==> config.mk <==
export PLATFORM = sky130hd
export DESIGN_NAME = opnd_resolver
export DESIGN_NICKNAME = d
export VERILOG_FILES = /design/src/rtl/opnd_pkg.sv /design/src/rtl/opnd_regs.sv /design/src/rtl/opnd_ea.sv /design/src/rtl/opnd_resolver.sv
export SDC_FILE = /design/constraint.sdc
export NUM_CORES = 1
export LEC_CHECK = 0
export BUFFER_PORTS_ARGS = -buffer_cell sky130_fd_sc_hd__buf_4
export CAP_MARGIN = 20
export CORE_MARGIN = 5
export CORE_UTILIZATION = 45
export CTS_CLUSTER_SIZE = 10
export DETAILED_ROUTE_END_ITERATION = 12
export SLEW_MARGIN = 20
export SYNTH_ARGS = -nofsm -noshare
export SYNTH_HDL_FRONTEND = slang
export SYNTH_SLANG_ARGS = --single-unit
==> constraint.sdc <==
create_clock -name clk -period 5 [get_ports clk]
set_clock_uncertainty 0.05 [all_clocks]
set_input_delay 1.5 -clock clk [delete_from_list [all_inputs] [get_ports clk]]
set_output_delay 1.5 -clock clk [all_outputs]
set_load 0.005 [all_outputs]
==> src/rtl/opnd_pkg.sv <==
package opnd_pkg;

    typedef enum logic [2:0] {
        AM_REG = 3'd0,
        AM_IDX = 3'd1,
        AM_SYM = 3'd2,
        AM_ABS = 3'd3,
        AM_IND = 3'd4,
        AM_INC = 3'd5,
        AM_IMM = 3'd6,
        AM_RSV = 3'd7
    } amode_e;

    typedef enum logic [0:0] {
        ST_IDLE = 1'b0,
        ST_READ = 1'b1
    } fsm_e;

endpackage

==> src/rtl/opnd_regs.sv <==
module opnd_regs #(
    parameter int DW   = 16,
    parameter int NREG = 16,
    localparam int IW  = $clog2(NREG)
) (
    input  logic          clk,
    input  logic          rst_n,
    input  logic [IW-1:0] ra_idx,
    output logic [DW-1:0] ra_val,
    input  logic [IW-1:0] rb_idx,
    output logic [DW-1:0] rb_val,
    output logic [DW-1:0] pc_val,
    input  logic          ext_we,
    input  logic [IW-1:0] ext_idx,
    input  logic [DW-1:0] ext_data,
    input  logic          pc_we,
    input  logic [DW-1:0] pc_data,
    input  logic          ptr_we,
    input  logic [IW-1:0] ptr_idx,
    input  logic [DW-1:0] ptr_data
);
    logic [NREG-1:0][DW-1:0] bank;

    for (genvar g = 0; g < NREG; g++) begin : g_reg
        logic [DW-1:0] r_q;
        // pointer step wins, then program counter, then the external port
        always_ff @(posedge clk or negedge rst_n) begin
            if (!rst_n)
                r_q <= '0;
            else if (ptr_we && ptr_idx == IW'(g))
                r_q <= ptr_data;
            else if (pc_we && g == 0)
                r_q <= pc_data;
            else if (ext_we && ext_idx == IW'(g))
                r_q <= ext_data;
        end
        assign bank[g] = r_q;
    end

    assign ra_val = bank[ra_idx];
    assign rb_val = bank[rb_idx];
    assign pc_val = bank[0];
endmodule

==> src/rtl/opnd_ea.sv <==
module opnd_ea
    import opnd_pkg::*;
#(
    parameter int DW = 16
) (
    input  amode_e        mode,
    input  logic [DW-1:0] reg_val,
    input  logic [DW-1:0] ext_word,
    input  logic [DW-1:0] pc_at_ext,
    output logic [DW-1:0] ea,
    output logic          uses_ext,
    output logic          uses_mem
);
    always_comb begin
        ea       = '0;
        uses_ext = 1'b0;
        uses_mem = 1'b0;
        unique case (mode)
            AM_IDX: begin ea = ext_word + reg_val;   uses_ext = 1'b1; uses_mem = 1'b1; end
            AM_SYM: begin ea = pc_at_ext + ext_word; uses_ext = 1'b1; uses_mem = 1'b1; end
            AM_ABS: begin ea = ext_word;             uses_ext = 1'b1; uses_mem = 1'b1; end
            AM_IND,
            AM_INC: begin ea = reg_val;              uses_mem = 1'b1; end
            AM_IMM: begin uses_ext = 1'b1; end
            default: ;
        endcase
    end
endmodule

==> src/rtl/opnd_resolver.sv <==
module opnd_resolver
    import opnd_pkg::*;
#(
    parameter int DW   = 16,
    parameter int NREG = 16,
    localparam int IW  = $clog2(NREG)
) (
    input  logic          clk,
    input  logic          rst_n,
    input  logic          start,
    input  logic [2:0]    src_mode,
    input  logic [IW-1:0] src_reg,
    input  logic [2:0]    dst_mode,
    input  logic [IW-1:0] dst_reg,
    input  logic          byte_op,
    input  logic [DW-1:0] src_ext,
    input  logic [DW-1:0] dst_ext,
    input  logic          rf_we,
    input  logic [IW-1:0] rf_widx,
    input  logic [DW-1:0] rf_wdata,
    output logic [DW-1:0] mem_addr,
    output logic          mem_rd,
    input  logic [DW-1:0] mem_rdata,
    input  logic          mem_rdy,
    output logic          done,
    output logic          illegal,
    output logic [DW-1:0] src_val,
    output logic          src_mem,
    output logic [DW-1:0] src_addr,
    output logic [DW-1:0] dst_data,
    output logic          dst_mem,
    output logic          wb_en,
    output logic [IW-1:0] wb_idx,
    output logic [DW-1:0] wb_val,
    output logic [DW-1:0] pc_out
);
    localparam logic [DW-1:0] WSTEP = DW'(2);
    localparam logic [DW-1:0] BSTEP = DW'(1);

    typedef struct packed {
        fsm_e          st;
        logic          done;
        logic          illegal;
        logic          byte_op;
        logic          src_mem;
        logic          dst_mem;
        logic          ptr_pend;
        logic          wb_en;
        logic [DW-1:0] src_val;
        logic [DW-1:0] src_addr;
        logic [DW-1:0] dst_data;
        logic [DW-1:0] ptr_val;
        logic [DW-1:0] pc_new;
        logic [IW-1:0] ptr_idx;
    } state_t;

    state_t s_d, s_q;

    function automatic logic [DW-1:0] lo_byte(input logic [DW-1:0] v);
        return {{(DW-8){1'b0}}, v[7:0]};
    endfunction

    amode_e        sm, dm;
    logic [DW-1:0] s_reg_v, d_reg_v, pc0;
    logic [DW-1:0] s_ea, d_ea, d_pc, pc_fin, step, rd_sel;
    logic          s_ext, s_mem, d_ext, d_mem, pc_inc, bad_mode, fire;

    assign sm = amode_e'(src_mode);
    assign dm = amode_e'(dst_mode);

    opnd_regs #(.DW(DW), .NREG(NREG)) u_regs (
        .clk      (clk),
        .rst_n    (rst_n),
        .ra_idx   (src_reg),
        .ra_val   (s_reg_v),
        .rb_idx   (dst_reg),
        .rb_val   (d_reg_v),
        .pc_val   (pc0),
        .ext_we   (rf_we),
        .ext_idx  (rf_widx),
        .ext_data (rf_wdata),
        .pc_we    (fire),
        .pc_data  (s_d.pc_new),
        .ptr_we   (fire && s_d.ptr_pend),
        .ptr_idx  (s_d.ptr_idx),
        .ptr_data (s_d.ptr_val)
    );

    // source extension word sits at the starting program counter
    opnd_ea #(.DW(DW)) u_src_ea (
        .mode      (sm),
        .reg_val   (s_reg_v),
        .ext_word  (src_ext),
        .pc_at_ext (pc0),
        .ea        (s_ea),
        .uses_ext  (s_ext),
        .uses_mem  (s_mem)
    );

    opnd_ea #(.DW(DW)) u_dst_ea (
        .mode      (dm),
        .reg_val   (d_reg_v),
        .ext_word  (dst_ext),
        .pc_at_ext (d_pc),
        .ea        (d_ea),
        .uses_ext  (d_ext),
        .uses_mem  (d_mem)
    );

    always_comb begin
        bad_mode = (sm == AM_RSV) || dst_mode[2];
        pc_inc   = (sm == AM_INC) && (src_reg == '0);
        step     = (byte_op && src_reg > IW'(1)) ? BSTEP : WSTEP;
        d_pc     = pc0 + (s_ext ? WSTEP : '0) + (pc_inc ? WSTEP : '0);
        pc_fin   = d_pc + (d_ext ? WSTEP : '0);
        rd_sel   = s_q.byte_op ? (s_q.src_addr[0] ? lo_byte(mem_rdata >> 8)
                                                  : lo_byte(mem_rdata))
                               : mem_rdata;
    end

    always_comb begin
        s_d       = s_q;
        s_d.done  = 1'b0;
        s_d.wb_en = 1'b0;
        fire      = 1'b0;
        unique case (s_q.st)
            ST_IDLE: begin
                if (start) begin
                    s_d.illegal = bad_mode;
                    s_d.byte_op = byte_op;
                    if (bad_mode) begin
                        s_d.done     = 1'b1;
                        s_d.src_mem  = 1'b0;
                        s_d.ptr_pend = 1'b0;
                    end else begin
                        s_d.src_mem  = s_mem;
                        s_d.src_addr = s_ea;
                        s_d.dst_mem  = d_mem;
                        s_d.dst_data = (dm == AM_REG)
                                       ? (byte_op ? lo_byte(d_reg_v) : d_reg_v) : d_ea;
                        s_d.ptr_pend = (sm == AM_INC) && !pc_inc;
                        s_d.ptr_idx  = src_reg;
                        s_d.ptr_val  = s_reg_v + step;
                        s_d.pc_new   = pc_fin;
                        if (sm == AM_IMM)
                            s_d.src_val = byte_op ? lo_byte(src_ext) : src_ext;
                        else if (sm == AM_REG)
                            s_d.src_val = byte_op ? lo_byte(s_reg_v) : s_reg_v;
                        else
                            s_d.src_val = '0;
                        if (s_mem) begin
                            s_d.st = ST_READ;
                        end else begin
                            s_d.done = 1'b1;
                            fire     = 1'b1;
                        end
                    end
                end
            end
            ST_READ: begin
                if (mem_rdy) begin
                    s_d.src_val = rd_sel;
                    s_d.done    = 1'b1;
                    s_d.wb_en   = s_q.ptr_pend;
                    s_d.st      = ST_IDLE;
                    fire        = 1'b1;
                end
            end
            default: s_d.st = ST_IDLE;
        endcase
    end

    always_ff @(posedge clk or negedge rst_n) begin
        if (!rst_n)
            s_q <= '0;
        else
            s_q <= s_d;
    end

    assign mem_rd   = (s_q.st == ST_READ);
    assign mem_addr = s_q.src_addr;
    assign done     = s_q.done;
    assign illegal  = s_q.illegal;
    assign src_val  = s_q.src_val;
    assign src_mem  = s_q.src_mem;
    assign src_addr = s_q.src_addr;
    assign dst_data = s_q.dst_data;
    assign dst_mem  = s_q.dst_mem;
    assign wb_en    = s_q.wb_en;
    assign wb_idx   = s_q.ptr_idx;
    assign wb_val   = s_q.ptr_val;
    assign pc_out   = s_q.pc_new;
endmodule

==> results by stage <==
Run status:
- The flow ran to the end, and the final reports show no timing, DRC or antenna violations.

Logic synthesis:
- For this run, asynchronously set or reset flops after synthesis account for 100%.
- In this run the mean area of a mapped cell was 9.98 sq um.
- The synthesized netlist net count is 2541.
- By count the netlist is led by 348 x sky130_fd_sc_hd__dfrtp_1, 256 x sky130_fd_sc_hd__nand2_1, 213 x sky130_fd_sc_hd__nor2_1.
- The proportion of synthesized chip area in sequential cells is 36.2%.
- The number of different library cells used by synthesis comes to 83.
- The most instantiated flip-flop cell in the synthesis netlist is sky130_fd_sc_hd__dfrtp_1.
- After synthesis the cells add up to 0.0241 sq mm.
- The most frequent cell after synthesis is sky130_fd_sc_hd__dfrtp_1.
- The number of synthesized flops with an enable pin is 0.
- Ranked by total cell area, the synthesized netlist is headed by sky130_fd_sc_hd__dfrtp_1 36%, sky130_fd_sc_hd__mux4_2 14%, sky130_fd_sc_hd__mux2i_1 7.7%.
- The number of synthesized register bits is 348.
- The total of warnings raised by yosys is 0.
- The biggest area contributor in the post-synthesis netlist is sky130_fd_sc_hd__dfrtp_1.
- The synthesized design devotes to its leading area cell type 36.2% of total area.
- The synthesized instance count is 2412.

Floorplanning:
- The core box area is 0.0528 sq mm.
- For this design the top-level I/O count stands at 194.
- The horizontal extent of the die is 241 microns.
- For this configuration, the core starts out at a cell density of 45.6%.
- The die height is 241 microns.
- The row count is 84.
- The floorplan step defined a die boundary enclosing 0.0582 sq mm.

Detailed routing:
- The final route contains 20300 vias.
- In the final routed layout, each cell accounts on average for 25.1 microns.
- The number of DRC violations after detailed routing is 0.
- The detail route stage leaves a number of antenna-violating nets equal to 0.
- In the routed layout, each cell is associated on average with a via count of 6.12.
- The routed wire length is 83.0 mm.
- Before antenna repair, the detailed router went through 8 iterations.
- In this run, the number of DRC markers left after iteration 0 of detailed routing was 1966.

Placed design:
- Once placement completed, the tool counted placed cells totaling 3241.
- At the end of routability-driven placement, the weighted congestion stood at 0.922.
- The number of I/O port buffers is 193.
- Summed over all nets, the half-perimeter wirelength after detailed placement is 60.6 mm.

Worst setup path:
- STA classifies the critical path endpoint as a register.
- The maximum single-stage delay on the critical path is 400 ps.
- The signal on the critical path passes through buf_4, or2_4, nor3_2, buf_4, nand3_2, fa_2, inv_2, ha_4, ha_4, nand2_2, o21a_1, nor2_2, o21ai_1, ha_1, and3_1, a31o_2, o41ai_4, o21ai_2, o21a_1, nor2_1, xnor2_1, o21ai_1.
- The kind of launch point of the worst setup path is a primary input.
- The slowest stage of the critical path is the sky130_fd_sc_hd__fa_2 cell.
- The arrival time at the worst endpoint is 5280 ps.
- The largest fanout on the critical path is 6.
- Data on the critical path is required at its endpoint by 5390 ps.
- The buffering stage count on the worst path with inverters included is 3.
- On the critical path the largest part of the delay comes from compound AO/OA/AOI/OAI gates.
- The class of the most critical setup path is in2reg.

CTS:
- The clock slew seen by the registers of the worst setup and hold paths is 50 ps.
- Clock tree synthesis selected as its root buffer the cell sky130_fd_sc_hd__clkbuf_16.
- In this run the number of H-tree levels came out at 2.
- The total of hold buffers inserted after clock tree synthesis is 0.
- TritonCTS built the clock tree.
- The maximum count of clock buffers along a single path is 3.
- The CTS buffer count is 43.
- The clock sink count is 348.
- The clock reaches the later pin of the worst-skew pair after 580 ps.

Global route:
- The number of antenna violations at the first check in global routing was 2.
- The via count of the first global-routing pass is 20000.
- The first global-routing pass estimated 126 mm of wire.
- Entering global routing, the biggest net connects 121 pins.
- The global router's overall resource usage is 28.2%.
- After global routing the overflow that remains totals 0.

Timing:
- The setup TNS is 0 ps.
- Hold timing on the final database bottoms out at a slack of 416 ps.
- Timing would allow up to 205 MHz.
- The count of final hold-check violations is 0.
- The number of slew-limit violations in the final report is 0.
- At the pin with the least slew margin, the transition time is 1080 ps.
- For the finished layout, the period the worst path requires is 4890 ps.
- The number of setup violations in the final report is 0.
- The share of the clock period used by the worst path is 97.8%.
- The max-slew headroom at the worst pin is 27.7%.

Flow run:
- The count of maximum capacitance violations is 0.

Pwr:
- The worst IR drop on VDD is 0.231 mV.
- The power density normalized to cell area is 423 mW/mm^2.
- The leakage power of the design is 12.4 nW.

Finish:
- The total number of nets in the final design is 2730.
- The count of non-filler cells in the finished layout is 3307.
- The signed area change from the synthesized netlist to the final layout is 17.5%.
- Cells with a size suffix above 1 make up 32.4% of the layout.
- The final design utilization is 53.6%.

Min path:
- The tightest min-delay check is of the reg2reg type.
## per-stage QoR
stage | area [sq um] | setup WS, ps | total power (W)
after global routing | 28300 | -12.9 | 0.0126
after global placement | 27000 | -541 | 0.00892
after detailed placement | 27000 | -603 | 0.00906
final | 28300 | 112 | 0.0120
after floorplan | 24300 | -444 | 0.00722
after CTS | 28200 | 49.7 | 0.0119
## cell families (layout without fill, tap and decap cells)
family	count (synthesis)	in the layout	synth area share [%]
other cells	0	2	0
fa+ha+maj	41	41	2.26
xor+xnor	59	59	2.15
simple gates	635	635	11.7
buf+inv	331	536	7.33
mux	437	437	26.5
flops	348	348	36.2
compound gates	561	561	13.8
## sequential cells by signal, indices dropped and copies added (netlist names), 4 cells and up
register,count
wb_val,16
u_regs.pc_val,16
mem_addr,16
wb_idx,4
dst_data,16
u_regs.g.r_q,240
pc_out,16
src_val,16
## placed cells by master (no fill, tap or decap), types with 12 or more instances in the layout
cell type / n
sky130_fd_sc_hd__buf_4: 426
sky130_fd_sc_hd__dfrtp_1: 348
sky130_fd_sc_hd__nand2_1: 255
sky130_fd_sc_hd__nor2_1: 202
sky130_fd_sc_hd__mux2i_1: 184
sky130_fd_sc_hd__a21oi_1: 166
sky130_fd_sc_hd__o21ai_0: 156
sky130_fd_sc_hd__mux4_2: 148
sky130_fd_sc_hd__mux2_2: 101
sky130_fd_sc_hd__o21ai_1: 56
sky130_fd_sc_hd__clkbuf_16: 43
sky130_fd_sc_hd__nand3_1: 37
sky130_fd_sc_hd__xnor2_1: 36
sky130_fd_sc_hd__ha_1: 34
sky130_fd_sc_hd__inv_1: 27
sky130_fd_sc_hd__xor2_1: 22
sky130_fd_sc_hd__a22oi_1: 22
sky130_fd_sc_hd__o22ai_1: 20
sky130_fd_sc_hd__nor3_1: 18
sky130_fd_sc_hd__a21oi_2: 17
sky130_fd_sc_hd__buf_12: 16
sky130_fd_sc_hd__nand2b_1: 15
sky130_fd_sc_hd__nor2_2: 15
sky130_fd_sc_hd__a31oi_1: 14
sky130_fd_sc_hd__o21ai_2: 12
sky130_fd_sc_hd__a21o_1: 12
## worst min-delay path: cells and delay by family (launching register included)
family / cells / cell delay, ps
simple gates: 2 / 100
flops: 1 / 340
## metal layers
metal	wire (microns)	up-vias	GRT usage (%)	part of all wire, %
met5	13	-	0	0.016
met1	33700	10100	37.8	41
met3	6670	179	4.92	8.0
met4	2980	2	9.49	3.6
li1	-	9052	-	-
met2	39600	890	46.8	48
## worst paths after layout
kind / cells past startpoint / slack [ps] / startpoint / endpoint
hold reg to reg: 2 / 420 / dst_data[4] / dst_data[4]
max in group asynchronous: 2 / 3130 / rst_n / u_regs.g_reg[11].r_q[15]
min in group asynchronous: 1 / 790 / rst_n / src_val[6]
setup reg to reg: 14 / 730 / u_regs.pc_val[0] / mem_addr[14]
hold / removal: 2 / 420 / dst_data[4] / dst_data[4]
setup / recovery: 22 / 110 / src_reg[2] / dst_data[15]
## power breakdown
| part | internal, W | switching, W |
|---|---|---|
| clock network | 0.00164 | 0.00121 |
| registers | 0.00356 | 0.000753 |
| logic | 0.00248 | 0.00233 |
## cell type report
type                    count  area [sq um]
inverters                  31           121
diodes                      2          5.00
fillers                  4689         24500
repair buffers            444          3540
multi-input cells        1733         13800
clock inverters             3          22.5
clock buffers              58          1190
well taps                 688           861
flip-flops and latches    348          8710
## what timing repair did
item                       in CTS  in global routing
pin swaps                       0                  6
setup endpoints to repair       1                 10
gates resized for setup         1                 15
buffers inserted                0                  3
Power figures use the tool's default switching activity.
